===== config.mk =====
export PLATFORM = sky130hd
export DESIGN_NAME = lza4
export DESIGN_NICKNAME = d
export VERILOG_FILES = /design/src/rtl/lza4_pkg.sv /design/src/rtl/lza4_column.sv /design/src/rtl/lza4_lzd.sv /design/src/rtl/lza4_control.sv /design/src/rtl/lza4_datapath.sv /design/src/rtl/lza4.sv
export SDC_FILE = /design/constraint.sdc
export NUM_CORES = 1
export LEC_CHECK = 0
export ABC_CLOCK_PERIOD_IN_PS = 800
export BUFFER_PORTS_ARGS = -buffer_cell sky130_fd_sc_hd__buf_2
export CAP_MARGIN = 20
export CELL_PAD_IN_SITES_DETAIL_PLACEMENT = 0
export CELL_PAD_IN_SITES_GLOBAL_PLACEMENT = 1
export CORE_MARGIN = 10
export CORE_UTILIZATION = 32
export DETAILED_ROUTE_END_ITERATION = 10
export PLACE_DENSITY = 0.8
export SYNTH_ARGS = -nofsm -noshare
export SYNTH_HDL_FRONTEND = slang
export SYNTH_SLANG_ARGS = --single-unit
export TNS_END_PERCENT = 30

===== constraint.sdc =====
create_clock -name clk -period 0.8 [get_ports clk]
set_input_delay 0.08 -clock clk [delete_from_list [all_inputs] [get_ports clk]]
set_output_delay 0.08 -clock clk [all_outputs]
set_load 0.02 [all_outputs]

===== src/rtl/lza4_pkg.sv =====
package lza4_pkg;
  // Strobes from control to datapath
  typedef struct packed {
    logic load;
  } lzaStrobe_t;
endpackage


===== src/rtl/lza4_column.sv =====
module lza4_column (
  input  logic bitA,
  input  logic bitB,
  input  logic bitC,
  input  logic bitD,
  output logic nonZero,
  output logic pairUp,
  output logic allFour
);
  logic [2:0] onesCount;
  logic [4:0] countHot;

  always_comb begin
    onesCount = {2'b00, bitA} + {2'b00, bitB} + {2'b00, bitC} + {2'b00, bitD};
    countHot  = 5'b00001 << onesCount;
    nonZero   = ~countHot[0];
    pairUp    = |countHot[4:2];
    allFour   = countHot[4];
  end
endmodule


===== src/rtl/lza4_lzd.sv =====
module lza4_lzd #(
  parameter int LEN = 32,
  localparam int CW = $clog2(LEN)
) (
  input  logic [LEN-1:0] vec,
  output logic           found,
  output logic [CW-1:0]  zeros
);
  localparam int HALF = LEN / 2;

  generate
    if (LEN == 2) begin : g_leaf
      assign found = vec[1] | vec[0];
      assign zeros = ~vec[1];
    end else begin : g_merge
      logic            hiFound, loFound;
      logic [CW-2:0]   hiZeros, loZeros;
      lza4_lzd #(.LEN(HALF)) hi_i (.vec(vec[LEN-1:HALF]), .found(hiFound), .zeros(hiZeros));
      lza4_lzd #(.LEN(HALF)) lo_i (.vec(vec[HALF-1:0]),   .found(loFound), .zeros(loZeros));
      assign found = hiFound | loFound;
      assign zeros = hiFound ? {1'b0, hiZeros} : {1'b1, loZeros};
    end
  endgenerate
endmodule


===== src/rtl/lza4_control.sv =====
module lza4_control
  import lza4_pkg::*;
(
  input  logic       clk,
  input  logic       rstN,
  input  logic       inValid,
  output lzaStrobe_t strobe,
  output logic       outValid
);
  always_comb strobe.load = inValid;

  always_ff @(posedge clk or negedge rstN) begin
    if (!rstN) outValid <= 1'b0;
    else       outValid <= inValid;
  end
endmodule


===== src/rtl/lza4_datapath.sv =====
module lza4_datapath
  import lza4_pkg::*;
#(
  parameter int WIDTH = 16,
  localparam int RES_W = WIDTH + 2,
  localparam int SHIFT_W = $clog2(RES_W + 1)
) (
  input  logic               clk,
  input  logic               rstN,
  input  lzaStrobe_t         strobe,
  input  logic [WIDTH-1:0]   opA,
  input  logic [WIDTH-1:0]   opB,
  input  logic [WIDTH-1:0]   opC,
  input  logic [WIDTH-1:0]   opD,
  output logic [SHIFT_W-1:0] shiftAmt,
  output logic               allZero
);
  localparam int PAD_W = 1 << $clog2(RES_W);
  localparam int LZD_W = $clog2(PAD_W);

  logic [WIDTH-1:0]   colNz, colPair, colFull;
  logic [RES_W-1:0]   indicator;
  logic [PAD_W-1:0]   lzdIn;
  logic               lzdFound;
  logic [LZD_W-1:0]   lzdZeros;
  logic [SHIFT_W-1:0] shiftNext;

  generate
    for (genvar i = 0; i < WIDTH; i++) begin : g_col
      lza4_column col_i (
        .bitA(opA[i]), .bitB(opB[i]), .bitC(opC[i]), .bitD(opD[i]),
        .nonZero(colNz[i]), .pairUp(colPair[i]), .allFour(colFull[i])
      );
    end

    for (genvar m = 0; m < RES_W; m++) begin : g_ind
      logic nz0, nz1, pr1, pr2, fl2;
      if (m < WIDTH) begin : g_c0
        assign nz0 = colNz[m];
      end else begin : g_c0z
        assign nz0 = 1'b0;
      end
      if (m >= 1 && m - 1 < WIDTH) begin : g_c1
        assign nz1 = colNz[m-1];
        assign pr1 = colPair[m-1];
      end else begin : g_c1z
        assign nz1 = 1'b0;
        assign pr1 = 1'b0;
      end
      if (m >= 2 && m - 2 < WIDTH) begin : g_c2
        assign pr2 = colPair[m-2];
        assign fl2 = colFull[m-2];
      end else begin : g_c2z
        assign pr2 = 1'b0;
        assign fl2 = 1'b0;
      end
      assign indicator[m] = nz0 | pr1 | (nz1 & pr2) | fl2;
    end

    if (PAD_W > RES_W) begin : g_pad
      assign lzdIn = {indicator, {(PAD_W - RES_W){1'b0}}};
    end else begin : g_nopad
      assign lzdIn = indicator;
    end
  endgenerate

  lza4_lzd #(.LEN(PAD_W)) lzd_i (.vec(lzdIn), .found(lzdFound), .zeros(lzdZeros));

  always_comb shiftNext = lzdFound ? SHIFT_W'(lzdZeros) : SHIFT_W'(RES_W);

  always_ff @(posedge clk or negedge rstN) begin
    if (!rstN) begin
      shiftAmt <= '0;
      allZero  <= 1'b0;
    end else if (strobe.load) begin
      shiftAmt <= shiftNext;
      allZero  <= ~lzdFound;
    end
  end
endmodule


===== src/rtl/lza4.sv =====
module lza4
  import lza4_pkg::*;
#(
  parameter int WIDTH = 16,
  localparam int SHIFT_W = $clog2(WIDTH + 3)
) (
  input  logic               clk,
  input  logic               rstN,
  input  logic               inValid,
  input  logic [WIDTH-1:0]   opA,
  input  logic [WIDTH-1:0]   opB,
  input  logic [WIDTH-1:0]   opC,
  input  logic [WIDTH-1:0]   opD,
  output logic               outValid,
  output logic [SHIFT_W-1:0] shiftAmt,
  output logic               allZero
);
  lzaStrobe_t strobe;

  lza4_control ctrl_i (
    .clk(clk), .rstN(rstN), .inValid(inValid), .strobe(strobe), .outValid(outValid)
  );

  lza4_datapath #(.WIDTH(WIDTH)) dp_i (
    .clk(clk), .rstN(rstN), .strobe(strobe),
    .opA(opA), .opB(opB), .opC(opC), .opD(opD),
    .shiftAmt(shiftAmt), .allZero(allZero)
  );
endmodule


## After elaboration in Yosys (flattened, before gate mapping)

Cells that the tools add are included.

| cells by class | value |
|---|---|
| eq/ne operators | 0 |
| multiplexer cells | 10 |
| bitwise operators | 103 |
| divide/modulo/power cells | 0 |
| add/subtract/negate cells | 48 |
| multiply operators | 0 |
| $lt $le $gt $ge | 0 |
| reductions and logical operators | 16 |
| shifts and indexed selects | 16 |

Operators by type and width:

| operator | number |
|---|---|
| $add 3x1->3 | 32 |
| $shl 1x3->5 const A | 16 |
| $or 1x1->1 | 62 |
| $reduce_or 3->1 | 16 |
| $add 1x1->2 | 16 |
| $not 1->1 | 26 |
| $and 1x1->1 | 15 |
| $mux 5 | 2 |
| $mux 2 | 4 |
| $mux 4 | 2 |
| $mux 3 | 2 |

| storage, ports and cells | value |
|---|---|
| register bits | 7 |
| memories | 0 |
| word-level logic and storage cells | 196 |
| input bits | 67 |
| RAM bits | 0 |
| output and inout port bits | 7 |
| bits in latches | 0 |
| memory bits (read-only) | 0 |

## Depth between registers and ports, before layout

| depth | value |
|---|---|
| word-level depth | 14 |
| mapped depth | 11 |
| gate-level depth less buffers | 11 |

## By module

From an unflattened synthesis, not the netlist that was laid out.

| second synthesis, totals | value |
|---|---|
| cell total of the unflattened synthesis | 371 |
| area total of the unflattened synthesis | 2994.1 um2 |

Modules (own cells, without submodules):

| module | instances | cells an instance | area each (um2) |
|---|---|---|---|
| lza4_column (dp_i.g_col[0].col_i ...) | 14 | 15 | 117.6 |
| lza4_datapath | 1 | 41 | 416.6 |
| lza4_column (dp_i.g_col[6].col_i ...) | 2 | 15 | 132.6 |
| lza4_lzd (dp_i.lzd_i.g_merge.hi_i.g_merge.hi_i.g_merge.hi_i ...) | 8 | 3 | 25.0 |
| lza4_lzd (dp_i.lzd_i.g_merge.hi_i.g_merge.hi_i.g_merge.hi_i.g_merge.hi_i ...) | 16 | 2 | 10.0 |
| lza4_lzd (dp_i.lzd_i.g_merge.hi_i.g_merge.hi_i ...) | 4 | 4 | 32.5 |
| lza4_lzd (dp_i.lzd_i.g_merge.hi_i ...) | 2 | 5 | 43.8 |
| lza4_lzd (dp_i.lzd_i) | 1 | 6 | 55.1 |
| lza4_control | 1 | 2 | 32.5 |

## Worst setup path after synthesis

OpenSTA, ideal clock, no wires.

| timing path | value |
|---|---|
| kind | input-to-reg |
| start point | in opA[13] |
| end point | reg dp_i.shiftAmt[0] |
| setup time | 0.124 ns |
| data arrival time | 2.365 ns |
| path slack | -1.689 ns |
| stages | 9 |
| cells stage by stage | ha_1 > fa_1 > ha_1 > or4_4 > a21oi_4 > nand4bb_4 > nor2b_4 > nand2_1 > o31a_1 |

| on the way | value |
|---|---|
| cells in the longest elaborated chain, start to end | 14 |

RTL lines:

| what | RTL line | text |
|---|---|---|
| start: declaration | lza4.sv:10 | `input logic [WIDTH-1:0] opA,` |
| $add 1x1->2 (*) | lza4_column.sv:14 | `onesCount = {2'b00, bitA} + {2'b00, bitB} + {2'b00, bitC} + {2'b00, bitD};` |
| $add 3x1->3 (*) (2 in a row) | lza4_column.sv:14 |  |
| $shl 1x3->5 (*) | lza4_column.sv:15 | `countHot = 5'b00001 << onesCount;` |
| $reduce_or 3->1 / $not 1->1 (equally long branches) | lza4_column.sv:17, lza4_column.sv:16 |  |
| $and 1x1->1 / $or 1x1->1 (equally long branches) | lza4_datapath.sv:57 | `assign indicator[m] = nz0 \| pr1 \| (nz1 & pr2) \| fl2;` |
| $or 1x1->1 (2 in a row) | lza4_datapath.sv:57 |  |
| $or 1x1->1 / $not 1->1 (equally long branches) | lza4_lzd.sv:13, lza4_lzd.sv:14 |  |
| $or 1x1->1 / $mux 2 (equally long branches) | lza4_lzd.sv:20, lza4_lzd.sv:21 |  |
| $mux 3 / $or 1x1->1 (equally long branches) | lza4_lzd.sv:21, lza4_lzd.sv:20 |  |
| $mux 4 / $or 1x1->1 (equally long branches) | lza4_lzd.sv:21, lza4_lzd.sv:20 |  |
| $mux 5 / $or 1x1->1 (equally long branches) | lza4_lzd.sv:21, lza4_lzd.sv:20 |  |
| $mux 5 (*) | lza4_datapath.sv:69 | `always_comb shiftNext = lzdFound ? SHIFT_W'(lzdZeros) : SHIFT_W'(RES_W);` |
| end signal: assignment | lza4_datapath.sv:76 | `shiftAmt <= shiftNext;` |
| end: declaration | lza4_datapath.sv:15 | `output logic [SHIFT_W-1:0] shiftAmt,` |

Every way passes the cells marked *; elsewhere a longest branch is shown, timed or not.
A chain may end at the register's enable or synchronous reset.

## Final worst setup path

| timing path | value |
|---|---|
| start point | in opA[12] |
| end point | reg dp_i.shiftAmt[0] |

| on the way | value |
|---|---|
| cells in the longest elaborated chain, start to end | 14 |

RTL lines:

| what | RTL line |
|---|---|
| $add 1x1->2 (*) | lza4_column.sv:14 |
| $add 3x1->3 (*) (2 in a row) | lza4_column.sv:14 |
| $shl 1x3->5 (*) | lza4_column.sv:15 |
| $reduce_or 3->1 / $not 1->1 (equally long branches) | lza4_column.sv:17, lza4_column.sv:16 |
| $or 1x1->1 / $and 1x1->1 (equally long branches) | lza4_datapath.sv:57 |
| $or 1x1->1 (2 in a row) | lza4_datapath.sv:57 |
| $or 1x1->1 / $not 1->1 (equally long branches) | lza4_lzd.sv:13, lza4_lzd.sv:14 |
| $mux 2 / $or 1x1->1 (equally long branches) | lza4_lzd.sv:21, lza4_lzd.sv:20 |
| $mux 3 / $or 1x1->1 (equally long branches) | lza4_lzd.sv:21, lza4_lzd.sv:20 |
| $mux 4 / $or 1x1->1 (equally long branches) | lza4_lzd.sv:21, lza4_lzd.sv:20 |
| $mux 5 / $or 1x1->1 (equally long branches) | lza4_lzd.sv:21, lza4_lzd.sv:20 |
| $mux 5 (*) | lza4_datapath.sv:69 |

Marked as above.

==> results.cfg <==
[status]
status = finished with violations
violations = setup timing

[placement]
portBuffers = 73
dp_hpwl_mm = 4.23
dp.cells = 367
globalplace.congestion = 0.729

[cts]
tritoncts = yes
cts.sinks = 7
clockRootBuffer = clkbuf_8
clk_pin_slew_ps = 40
cts.path.max_buffers = 2
insertion_delay_ps = 220
cts_inserted_buffers = 3
htreeDepth = 1

[route]
vias = 1802
wire_per_inst_um = 12.9
ant_nets = 0
first_pass_iters = 6
drt_wl_total_mm = 4.86
drc_errors = 0
first_iter_violations = 78
viasPerCell = 4.78

[synth]
synth_area_per_cell_sq_um = 9.54
syn_nets = 299
synth.distinct_cells = 48
ys_seq_area_frac = 0.0998
synth_area_sq_um = 1760
async_flop_share = 1.00
synth_edf_count = 0
ys.flop_type = dfrtp_1
syn_inst = 184
yosys_register_bits = 7
yosysWarnings = 0

[die]
initial_core_util = 0.337
die_y_um = 94.1
die_w_um = 94.1
rows = 26
core-area_sq_um = 5200
die_area_sq_um = 8850
io_pins = 74

[setup_path]
critPathRequiredTime_ps = 910
end_kind = flop
reg2reg_depth = 3
cp-start-kind = input port
crit_type = input port to flop
crit_fanout = 5
arrival_ps = 2440

[power]
power.density_nw_per_um2 = 1080
ir_drop_uv = 697
p_leak_nw = 1.35

[grt]
grt_use_total = 0.108
grt_pass1_vias = 2020
grt_antenna_before_repair = 0
grt_pass1_wl_mm = 8.36
grt-ovfl-total = 0
grt_max_degree = 9

[cells_and_area]
final_nets = 423
syn_to_final_growth_pct = 71.3
final_cell_mix = buf_2 (66), buf_4 (45), ha_4 (18), inv_1 (17), ha_1 (13)
drive_above_1_share = 0.580
layout_commonest_cell = buf_2
finalNonFillerCells = 377
diodes = 0

[timing]
setup_ws_ps = -1530
tightest_slew_ps = 473
final.setup_skew_ps = 0
slew_viol_final = 0
final-setup-viol-count = 13
rsz0062_at_grt = yes
fmax_mhz = 429
post-route-period-util = 2.91
holdWs_ps = 67.0
min_period_ps = 2330
slew_headroom = 0.680
final_hold_viol_count = 0

[run]
maxCapViolations = 0

[min_path]
hp-class = input port to flop
min_path_cells = 1
## area by class of cell
cell class	count	area, sq um
Inverter	19	71.3
Fill cell	481	2200
Multi-Input combinational cell	158	1870
Tap cell	70	87.6
Clock buffer	4	45.0
Sequential cell	7	175
Timing Repair Buffer	119	757
## flip-flops by register name, indices dropped and copies added (netlist names)
name / count
ctrl_i.outValid: 1
dp_i.allZero: 1
dp_i.shiftAmt: 5
## synth_stat cells, types with 2 or more instances
cell | count | area (sq um)
a21o_1 | 2 | 15.0
a21oi_1 | 6 | 30.0
a31oi_1 | 2 | 12.5
and4_1 | 2 | 17.5
dfrtp_1 | 7 | 175
fa_1 | 16 | 320
ha_1 | 32 | 400
inv_1 | 19 | 71.3
mux2i_1 | 5 | 50.1
nand2_1 | 7 | 26.3
nand2b_1 | 6 | 37.5
nand3b_1 | 4 | 30.0
nand4_1 | 4 | 25.0
nor2_1 | 10 | 37.5
nor2b_1 | 5 | 31.3
nor3_1 | 6 | 30.0
nor4_1 | 5 | 31.3
o211ai_1 | 2 | 15.0
o21ai_0 | 8 | 40.0
o31a_1 | 2 | 17.5
or3_1 | 4 | 25.0
or3b_1 | 2 | 17.5
or3b_2 | 3 | 26.3
## repair_timing
item / in CTS / in global routing
pin swaps: 16 / 12
endpoints found under the hold margin: 7 / 0
setup buffers: 2 / 3
hold buffers: 1 / 0
endpoints found under the setup margin: 13 / 13
resized for setup: 19 / 23
## per-stage QoR
stage	utilization	setup WS [ps]	instance area, sq um	power [mW]	setup TNS (ps)
after floorplan	-	-1500	1940	1.67	-8600
after global placement	0.517	-1840	2690	2.45	-10640
after detailed placement	0.517	-1890	2690	2.49	-10920
after CTS	0.549	-1530	2860	3.12	-9090
after global routing	0.578	-1660	3010	3.58	-9950
final	0.578	-1530	3010	3.25	-8790
## worst max-delay path: stages
cell and delay, ps:
buf_2 120, ha_4 230, fa_2 370, ha_4 250, or4_4 540, a21oi_4 160, nand4bb_4 140, nor2b_4 190
nand2_1 70, o31a_1 290
## cell families after synthesis
group | share of synthesized area
flip-flops | 0.0998
buffers and inverters | 0.0406
adder cells (fa/ha/maj) | 0.411
multiplexers | 0.0285
AO/OA/AOI/OAI | 0.160
AND/OR/NAND/NOR | 0.261
## layer usage
| metal | GRT usage | routed length [um] | up-vias |
|---|---|---|---|
| li1 | - | - | 938 |
| met1 | 0.140 | 2220 | 815 |
| met2 | 0.180 | 2330 | 49 |
| met3 | 0.0368 | 312 | 0 |
| met4 | 0.00380 | 0 | 0 |
| met5 | 0 | 0 | - |
## where the power goes
part           total, mW  internal [mW]  leakage, nW  switching, mW
sequential         0.402          0.383       0.0897         0.0181
clock              0.490          0.344       0.0228          0.146
combinational       2.36           1.32         1.24           1.04
## path summary, 6_finish.rpt
path	startpoint	endpoint	slack, ps
max in group asynchronous	rstN	dp_i.shiftAmt[2]	420
max reg2reg	dp_i.shiftAmt[1]	dp_i.shiftAmt[1]	0
min in group asynchronous	rstN	dp_i.allZero	220
min reg2reg	dp_i.shiftAmt[4]	dp_i.shiftAmt[4]	480
min	inValid	ctrl_i.outValid	70
max	opA[12]	dp_i.shiftAmt[0]	-1530
No activity file was read; power rests on OpenSTA's default activity.
